==> src/rtl/vfx_pkg.sv <==
package vfx_pkg;

    localparam int PIX_W      = 32;
    localparam int CHAN_W     = 8;
    localparam int N_CHAN     = 3;
    localparam int COLOUR_W   = CHAN_W * N_CHAN;
    localparam int POS_W      = 16;
    localparam int LFSR_W     = 16;
    localparam int NOISE_BITS = 2;
    localparam int NOISE_USE  = NOISE_BITS * N_CHAN;
    localparam logic [LFSR_W-1:0] LFSR_SEED = 16'hACE1;

    typedef enum logic [1:0] {
        MODE_PASS   = 2'd0,
        MODE_DOTS   = 2'd1,
        MODE_INVERT = 2'd2,
        MODE_QUAD   = 2'd3
    } vfx_mode_e;

    typedef enum logic [2:0] {
        FX_NONE  = 3'd0,
        FX_BLACK = 3'd1,
        FX_INV   = 3'd2,
        FX_DARK  = 3'd3,
        FX_NOISE = 3'd4
    } vfx_fx_e;

    typedef struct packed {
        logic                 sof;
        logic [PIX_W-1:0]     pix;
        vfx_fx_e              fx;
        logic [NOISE_USE-1:0] noise;
    } vfx_stage_t;

    function automatic logic [LFSR_W-1:0] lfsr_next(input logic [LFSR_W-1:0] s);
        return {s[LFSR_W-2:0], s[15] ^ s[13] ^ s[12] ^ s[10]};
    endfunction

    function automatic logic [PIX_W-1:0] px_black(input logic [PIX_W-1:0] p);
        logic [PIX_W-1:0] r;
        r = p;
        r[COLOUR_W-1:0] = '0;
        return r;
    endfunction

    function automatic logic [PIX_W-1:0] px_invert(input logic [PIX_W-1:0] p);
        logic [PIX_W-1:0] r;
        r = p;
        r[COLOUR_W-1:0] = ~p[COLOUR_W-1:0];
        return r;
    endfunction

    function automatic logic [PIX_W-1:0] px_darken(input logic [PIX_W-1:0] p);
        logic [PIX_W-1:0] r;
        r = p;
        for (int c = 0; c < N_CHAN; c++) begin
            r[c*CHAN_W +: CHAN_W] = p[c*CHAN_W +: CHAN_W] >> 1;
        end
        return r;
    endfunction

    function automatic logic [PIX_W-1:0] px_noise(input logic [PIX_W-1:0] p,
                                                   input logic [NOISE_USE-1:0] n);
        logic [PIX_W-1:0] r;
        r = p;
        for (int c = 0; c < N_CHAN; c++) begin
            r[c*CHAN_W +: NOISE_BITS] = p[c*CHAN_W +: NOISE_BITS] ^ n[c*NOISE_BITS +: NOISE_BITS];
        end
        return r;
    endfunction

endpackage

==> src/rtl/vfx_pos_track.sv <==
module vfx_pos_track
    import vfx_pkg::*;
#(
    parameter int FRAME_W = 640,
    parameter int FRAME_H = 480
) (
    input  logic             clk,
    input  logic             rst,
    input  logic             step_i,
    input  logic             sof_i,
    output logic [POS_W-1:0] col_o,
    output logic [POS_W-1:0] row_o
);
    localparam logic [POS_W-1:0] LAST_COL = POS_W'(FRAME_W - 1);
    localparam logic [POS_W-1:0] LAST_ROW = POS_W'(FRAME_H - 1);

    logic [POS_W-1:0] col_q, row_q;

    // position of the pixel now on the input
    assign col_o = sof_i ? '0 : col_q;
    assign row_o = sof_i ? '0 : row_q;

    always_ff @(posedge clk) begin
        if (rst) begin
            col_q <= '0;
            row_q <= '0;
        end else if (step_i) begin
            if (col_o == LAST_COL) begin
                col_q <= '0;
                row_q <= (row_o == LAST_ROW) ? '0 : row_o + 1'b1;
            end else begin
                col_q <= col_o + 1'b1;
                row_q <= row_o;
            end
        end
    end

    AST_POS_IN_FRAME: assert property (@(posedge clk) disable iff (rst)
        (col_q <= LAST_COL) && (row_q <= LAST_ROW));

    AST_ROW_ADVANCE: assert property (@(posedge clk) disable iff (rst)
        (step_i && col_o == LAST_COL && row_o != LAST_ROW) |=>
            (col_q == '0) && (row_q == $past(row_o) + 1'b1));

endmodule

==> src/rtl/vfx_lfsr.sv <==
module vfx_lfsr
    import vfx_pkg::*;
#(
    parameter int OUT_W = NOISE_USE
) (
    input  logic             clk,
    input  logic             rst,
    input  logic             step_i,
    input  logic             restart_i,
    output logic [OUT_W-1:0] value_o
);
    logic [LFSR_W-1:0] state_q, cur;

    assign cur     = restart_i ? LFSR_SEED : state_q;
    assign value_o = cur[OUT_W-1:0];

    always_ff @(posedge clk) begin
        if (rst)         state_q <= LFSR_SEED;
        else if (step_i) state_q <= lfsr_next(cur);
    end

    AST_LFSR_NONZERO: assert property (@(posedge clk) disable iff (rst)
        state_q != '0);

    AST_LFSR_FROZEN: assert property (@(posedge clk) disable iff (rst)
        !step_i |=> $stable(state_q));

endmodule

==> src/rtl/vfx_fx_select.sv <==
module vfx_fx_select
    import vfx_pkg::*;
#(
    parameter int FRAME_W = 640,
    parameter int FRAME_H = 480
) (
    input  vfx_mode_e        mode_i,
    input  logic [POS_W-1:0] col_i,
    input  logic [POS_W-1:0] row_i,
    output vfx_fx_e          fx_o
);
    localparam logic [POS_W-1:0] HALF_W = POS_W'(FRAME_W / 2);
    localparam logic [POS_W-1:0] HALF_H = POS_W'(FRAME_H / 2);

    logic on_grid, left, top;
    vfx_fx_e dots_fx;

    assign on_grid = (col_i[1:0] == 2'b00) && (row_i[1:0] == 2'b00);
    assign left    = col_i < HALF_W;
    assign top     = row_i < HALF_H;
    assign dots_fx = on_grid ? FX_BLACK : FX_NONE;

    always_comb begin
        unique case (mode_i)
            MODE_PASS:   fx_o = FX_NONE;
            MODE_DOTS:   fx_o = dots_fx;
            MODE_INVERT: fx_o = FX_INV;
            default: begin
                if (top) fx_o = left ? dots_fx : FX_INV;
                else     fx_o = left ? FX_DARK : FX_NOISE;
            end
        endcase
    end

endmodule

==> src/rtl/vfx_apply.sv <==
module vfx_apply
    import vfx_pkg::*;
(
    input  vfx_stage_t       stage_i,
    output logic [PIX_W-1:0] pix_o
);
    always_comb begin
        unique case (stage_i.fx)
            FX_BLACK: pix_o = px_black(stage_i.pix);
            FX_INV:   pix_o = px_invert(stage_i.pix);
            FX_DARK:  pix_o = px_darken(stage_i.pix);
            FX_NOISE: pix_o = px_noise(stage_i.pix, stage_i.noise);
            default:  pix_o = stage_i.pix;
        endcase
    end
endmodule

==> src/rtl/vfx_frame_effect.sv <==
module vfx_frame_effect
    import vfx_pkg::*;
#(
    parameter int FRAME_W = 640,
    parameter int FRAME_H = 480
) (
    input  logic             clk,
    input  logic             rst,
    input  logic [1:0]       mode_sel,
    input  logic             in_valid,
    output logic             in_ready,
    input  logic             in_sof,
    input  logic [PIX_W-1:0] in_pixel,
    output logic             out_valid,
    input  logic             out_ready,
    output logic             out_sof,
    output logic [PIX_W-1:0] out_pixel
);
    logic advance, take;
    vfx_mode_e mode_q, mode_now;
    logic [POS_W-1:0] col, row;
    logic [NOISE_USE-1:0] noise;
    vfx_fx_e fx;
    vfx_stage_t s1_d, s1_q;
    logic s1_valid;
    logic [PIX_W-1:0] fx_pix;

    // whole pipeline moves together unless the output is held
    assign advance  = !out_valid || out_ready;
    assign in_ready = advance;
    assign take     = in_valid && advance;

    assign mode_now = in_sof ? vfx_mode_e'(mode_sel) : mode_q;

    always_ff @(posedge clk) begin
        if (rst)                  mode_q <= MODE_PASS;
        else if (take && in_sof)  mode_q <= vfx_mode_e'(mode_sel);
    end

    vfx_pos_track #(.FRAME_W(FRAME_W), .FRAME_H(FRAME_H)) u_pos (
        .clk(clk), .rst(rst), .step_i(take), .sof_i(in_sof),
        .col_o(col), .row_o(row)
    );

    vfx_lfsr #(.OUT_W(NOISE_USE)) u_noise (
        .clk(clk), .rst(rst), .step_i(take), .restart_i(in_sof),
        .value_o(noise)
    );

    vfx_fx_select #(.FRAME_W(FRAME_W), .FRAME_H(FRAME_H)) u_sel (
        .mode_i(mode_now), .col_i(col), .row_i(row), .fx_o(fx)
    );

    always_comb begin
        s1_d.sof   = in_sof;
        s1_d.pix   = in_pixel;
        s1_d.fx    = fx;
        s1_d.noise = noise;
    end

    always_ff @(posedge clk) begin
        if (rst) begin
            s1_valid <= 1'b0;
            s1_q     <= '0;
        end else if (advance) begin
            s1_valid <= in_valid;
            s1_q     <= s1_d;
        end
    end

    vfx_apply u_apply (.stage_i(s1_q), .pix_o(fx_pix));

    always_ff @(posedge clk) begin
        if (rst) begin
            out_valid <= 1'b0;
            out_sof   <= 1'b0;
            out_pixel <= '0;
        end else if (advance) begin
            out_valid <= s1_valid;
            out_sof   <= s1_q.sof;
            out_pixel <= fx_pix;
        end
    end

    AST_HOLD_ON_STALL: assert property (@(posedge clk) disable iff (rst)
        (out_valid && !out_ready) |=> out_valid && $stable(out_pixel) && $stable(out_sof));

    AST_NO_DROP: assert property (@(posedge clk) disable iff (rst)
        $fell(out_valid) |-> $past(out_ready));

    AST_MODE_HELD: assert property (@(posedge clk) disable iff (rst)
        !(take && in_sof) |=> $stable(mode_q));

endmodule

==> config.mk <==
export PLATFORM = sky130hd
export DESIGN_NAME = vfx_frame_effect
export DESIGN_NICKNAME = d
export VERILOG_FILES = /design/src/rtl/vfx_pkg.sv /design/src/rtl/vfx_pos_track.sv /design/src/rtl/vfx_lfsr.sv /design/src/rtl/vfx_fx_select.sv /design/src/rtl/vfx_apply.sv /design/src/rtl/vfx_frame_effect.sv
export SDC_FILE = /design/constraint.sdc
export NUM_CORES = 1
export LEC_CHECK = 0
export ABC_CLOCK_PERIOD_IN_PS = 3200
export BUFFER_PORTS_ARGS = -buffer_cell sky130_fd_sc_hd__clkbuf_2
export CAP_MARGIN = 20
export CORE_UTILIZATION = 28
export CTS_CLUSTER_SIZE = 28
export DETAILED_ROUTE_END_ITERATION = 8
export SLEW_MARGIN = 20
export SYNTH_ARGS = -nofsm -noshare
export SYNTH_HDL_FRONTEND = slang
export SYNTH_SLANG_ARGS = --single-unit
export TNS_END_PERCENT = 5
==> constraint.sdc <==
create_clock -name clk -period 3.2 [get_ports clk]
set_clock_uncertainty 0.15 [all_clocks]
set_input_delay 0.48 -clock clk [delete_from_list [all_inputs] [get_ports clk]]
set_output_delay 0.48 -clock clk [all_outputs]
set_load 0.05 [all_outputs]
==> metrics.log <==
[metrics] outcome: finished with violations
[metrics] failing checks: design-rule violations
[metrics] full die area: 23100 µm²
[metrics] Total Routed Length: 16100 µm
[metrics] effective utilization at floorplan: 28.7%
[metrics] Max Cap Viol: 0
[metrics] fin nets: 864
[metrics] Ports: 74
[metrics] DR vias: 5706
[metrics] type of element capturing the critical path: register
[metrics] global placement routability congestion: 0.792
[metrics] Pre-antenna DRT Iters: 9
[metrics] DRT iter0 DRCs: 586
[metrics] GRT Overall Usage: 14.3%
[metrics] area fraction of the dominant cell type after synthesis: 40.4%
[metrics] Worst-Skew Late Latency: 430 ps
[metrics] largest net degree at the start of global routing: 101
[metrics] die width: 152 µm
[metrics] leakage power total: 2.96 nW
[metrics] Sink Count: 127
[metrics] estimated wirelength of the detail-placed design: 10200 µm
[metrics] worst-margin pin slew: a little under 800 ps
[metrics] cell area power density: 563 nW/µm²
[metrics] worst max-slew margin expressed relative to the limit: 47.4%
[metrics] vias per cell: about 5.1
[metrics] nature of the critical path startpoint: register
[metrics] CP max stage cell: sky130_fd_sc_hd__nor4b_2
[metrics] clock-pin transition on the worst setup and hold timing paths: 70 ps
[metrics] buffer count from post-CTS setup fixing: 0
[metrics] share of flip-flops with an asynchronous set or reset: 0%
[metrics] RSZ-0062 raised after global routing: no
[metrics] Layout Area Growth over Synthesis: 18.9%
[metrics] DR DRC count: 2
[metrics] mean instance size in the synthesized netlist: between 8 and 9 µm²
[metrics] Hold-fix buffers, CTS: 0
[metrics] multi-input logic area: 3410 µm²
[metrics] Compound-Gate Fraction of Synth Area: a little under a quarter
[metrics] number of register bits inferred by synthesis: approximately 130
[metrics] wire length of the first global-routing pass: 26900 µm
[metrics] critical path start-end classification: reg -> reg
[metrics] synthesized cell area: between 6000 and 7000 µm²
[metrics] Hold Fails Final Rpt: 0
[metrics] port bufs: 73
[metrics] share of post-route cells with drive strength above 1: 16.9%
[metrics] number of setup violations in the final report: 0
[metrics] number of cells traversed by the worst register-to-register path: 8
[metrics] cell accounting for the most synthesized area: sky130_fd_sc_hd__dfxtp_1
[metrics] primary flip-flop cell chosen by synthesis mapping: sky130_fd_sc_hd__dfxtp_1
[metrics] number of filler instances in the final layout: 2305
[metrics] routed length per instance: between 10 and 15 µm
[metrics] xor/xnor share of the synthesized area: 1.25%
[metrics] CP peak stage delay: 440 ps
[metrics] ant diodes: 0
[metrics] cells taking the most area after synthesis: sky130_fd_sc_hd__dfxtp_1 (40%), sky130_fd_sc_hd__nand2_1 (7.7%), sky130_fd_sc_hd__a21oi_1 (6.1%)
[metrics] peak clock frequency supported by timing: 0.414 GHz
[metrics] required time at the worst-slack endpoint: 3360 ps
[metrics] Die Y-Extent: 152 µm
[metrics] number of warning messages in the yosys log: 0
[metrics] Inserted Clock Buffers: 17
[metrics] clock tree root buffer cell: sky130_fd_sc_hd__clkbuf_16
[metrics] class of the most critical hold timing path: in -> reg
[metrics] Sum Neg Setup Slack: 0 ps
[metrics] initial antenna violation count: 0
[metrics] CTS max path bufs: 2
[metrics] delay-heaviest family, CP: simple AND/OR/NAND/NOR gates
[metrics] area of the core: ~22000 µm²
[metrics] H-tree depth reported by CTS: 4
[metrics] combinational family with the most area after synthesis: simple AND/OR/NAND/NOR gates
[metrics] remaining antenna violation count: 0
[metrics] adder and majority gate portion of the synthesized area: 0.993%
[metrics] proportion of synthesized chip area in sequential cells: between 40% and 50%
[metrics] CP max FO: 8
[metrics] site row count: 54
[metrics] series of cell instances along the critical path: nand2b_4 > inv_1 > ha_1 > nand3_1 > nor4b_2 > a21o_1 > nor4_1 > a311o_1
[metrics] number of enable flip-flop cells after synthesis: 0
[metrics] CTS tree: done
[metrics] count of final max-slew check failures: 0
[metrics] Worst Hold Path Cells: 3
[metrics] share of synthesized cell area in and, or, nand and nor gates: around a quarter
[metrics] sequential cell area: 2540 µm²
[metrics] Mapped Cells: 780
[metrics] post_cts resized: 0
[metrics] final core utilization: 34.1%
[metrics] post-route minimum period: 2410 ps
[metrics] Distinct cells, synth: 71
[metrics] VDD IR max: 0.000399 V
[metrics] number of global-route vias before repair: approximately 5400
[metrics] data arrival time at the worst-slack endpoint: 2580 ps
[metrics] count of cell instances traversed by the critical path: 8
[metrics] total buffers and inverters traversed by the critical path: 1
[metrics] post-synth net total: 824
[metrics] Tcrit/Tclk final: about three quarters
[metrics] global-route congestion overflow total: 0
[metrics] mux contribution to synthesized area: 3.50%
[metal layers]
metal / share of wire, % / global-route usage, %
met1: 48 / 18.7
met2: 45 / 22.4
met3: 4.5 / 3.34
met5: 0 / 0
met4: 1.9 / 6.66
[synth_stat cells (8+ instances only)]
cell type / instances
sky130_fd_sc_hd__o21ai_0: 26
sky130_fd_sc_hd__dfxtp_1: 127
sky130_fd_sc_hd__a211oi_1: 20
sky130_fd_sc_hd__buf_2: 13
sky130_fd_sc_hd__nand2_1: 129
sky130_fd_sc_hd__a222oi_1: 15
sky130_fd_sc_hd__mux2i_1: 22
sky130_fd_sc_hd__a31oi_1: 19
sky130_fd_sc_hd__nor2_1: 57
sky130_fd_sc_hd__clkbuf_1: 43
sky130_fd_sc_hd__a22oi_1: 8
sky130_fd_sc_hd__xnor2_1: 8
sky130_fd_sc_hd__nand3b_1: 11
sky130_fd_sc_hd__nand3_1: 13
sky130_fd_sc_hd__o21bai_1: 15
sky130_fd_sc_hd__buf_1: 9
sky130_fd_sc_hd__inv_1: 18
sky130_fd_sc_hd__and2_1: 14
sky130_fd_sc_hd__nor3_1: 23
sky130_fd_sc_hd__nand4_1: 8
sky130_fd_sc_hd__a21oi_1: 77
[stage by stage]
stage	cell area (µm²)	total power [mW]	setup WS (ps)	hold slack [ps]	cells
after floorplan	6300	2.10	659	277	780
after global placement	6880	2.23	597	287	1081
after detailed placement	6880	2.23	526	294	1081
after CTS	7490	4.26	773	105	1113
after global routing	7490	4.38	547	116	1113
final	7490	4.22	786	118	1113
[cells in the final DEF, fill, tap and decap left out, types with 5 or more instances in the layout]
cell type	n
sky130_fd_sc_hd__ha_1	5
sky130_fd_sc_hd__a211oi_1	20
sky130_fd_sc_hd__nor4_1	5
sky130_fd_sc_hd__nand3b_1	11
sky130_fd_sc_hd__dfxtp_1	127
sky130_fd_sc_hd__nor3_1	23
sky130_fd_sc_hd__or3_1	5
sky130_fd_sc_hd__and2_1	14
sky130_fd_sc_hd__o21ai_0	26
sky130_fd_sc_hd__nand3_1	13
sky130_fd_sc_hd__a31oi_1	19
sky130_fd_sc_hd__o21bai_1	15
sky130_fd_sc_hd__nand4b_1	6
sky130_fd_sc_hd__o31ai_1	5
sky130_fd_sc_hd__nand2b_1	6
sky130_fd_sc_hd__xnor2_1	8
sky130_fd_sc_hd__buf_4	14
sky130_fd_sc_hd__nand2_1	129
sky130_fd_sc_hd__clkbuf_2	72
sky130_fd_sc_hd__inv_1	17
sky130_fd_sc_hd__a21oi_1	77
sky130_fd_sc_hd__nand4_1	8
sky130_fd_sc_hd__clkbuf_16	17
sky130_fd_sc_hd__nor2_1	57
sky130_fd_sc_hd__a211o_1	5
sky130_fd_sc_hd__a22oi_1	8
sky130_fd_sc_hd__mux2i_1	22
sky130_fd_sc_hd__a222oi_1	15
[layout make-up]
cell class              instances  area share (%)
well taps                     280            4.68
inverters                      18           0.902
clock buffers                  17            5.68
repair buffers                 88            6.75
multi-input cells             568            45.6
flip-flops and latches        127            34.0
clock inverters                15            2.46
[report_power, final]
group          switching (mW)  total, mW  internal (mW)
sequential             0.0616       1.72           1.66
clock                   0.785       2.02           1.23
combinational           0.313      0.474          0.161
[flip-flops by register name (all words and copies together), names as in the netlist]
register	cells
mode_q	2
out_pixel	32
out_sof	1
out_valid	1
s1_q	42
s1_valid	1
u_noise.state_q	16
u_pos.col_q	16
u_pos.row_q	16
[tightest hold or removal path, delay by kind of cell]
family	cells	cell delay, ps
compound gates	1	50
buf+inv	1	80
simple gates	1	40
[kinds of logic after synthesis]
group,count (synthesis)
multiplexers,22
AND/OR/NAND/NOR,312
flip-flops,127
AO/OA/AOI/OAI,220
buffers and inverters,85
adder cells (fa/ha/maj),5
XOR/XNOR,9
[final timing paths]
| path | startpoint | end | slack, ps |
|---|---|---|---|
| setup / recovery | u_pos.col_q[0] | u_pos.col_q[9] | 790 |
| hold / removal | in_pixel[6] | s1_q[15] | 120 |
| setup reg to reg | u_pos.col_q[0] | u_pos.col_q[9] | 790 |
| hold reg to reg | s1_q[41] | s1_q[41] | 300 |
Power figures use the tool's default switching activity.
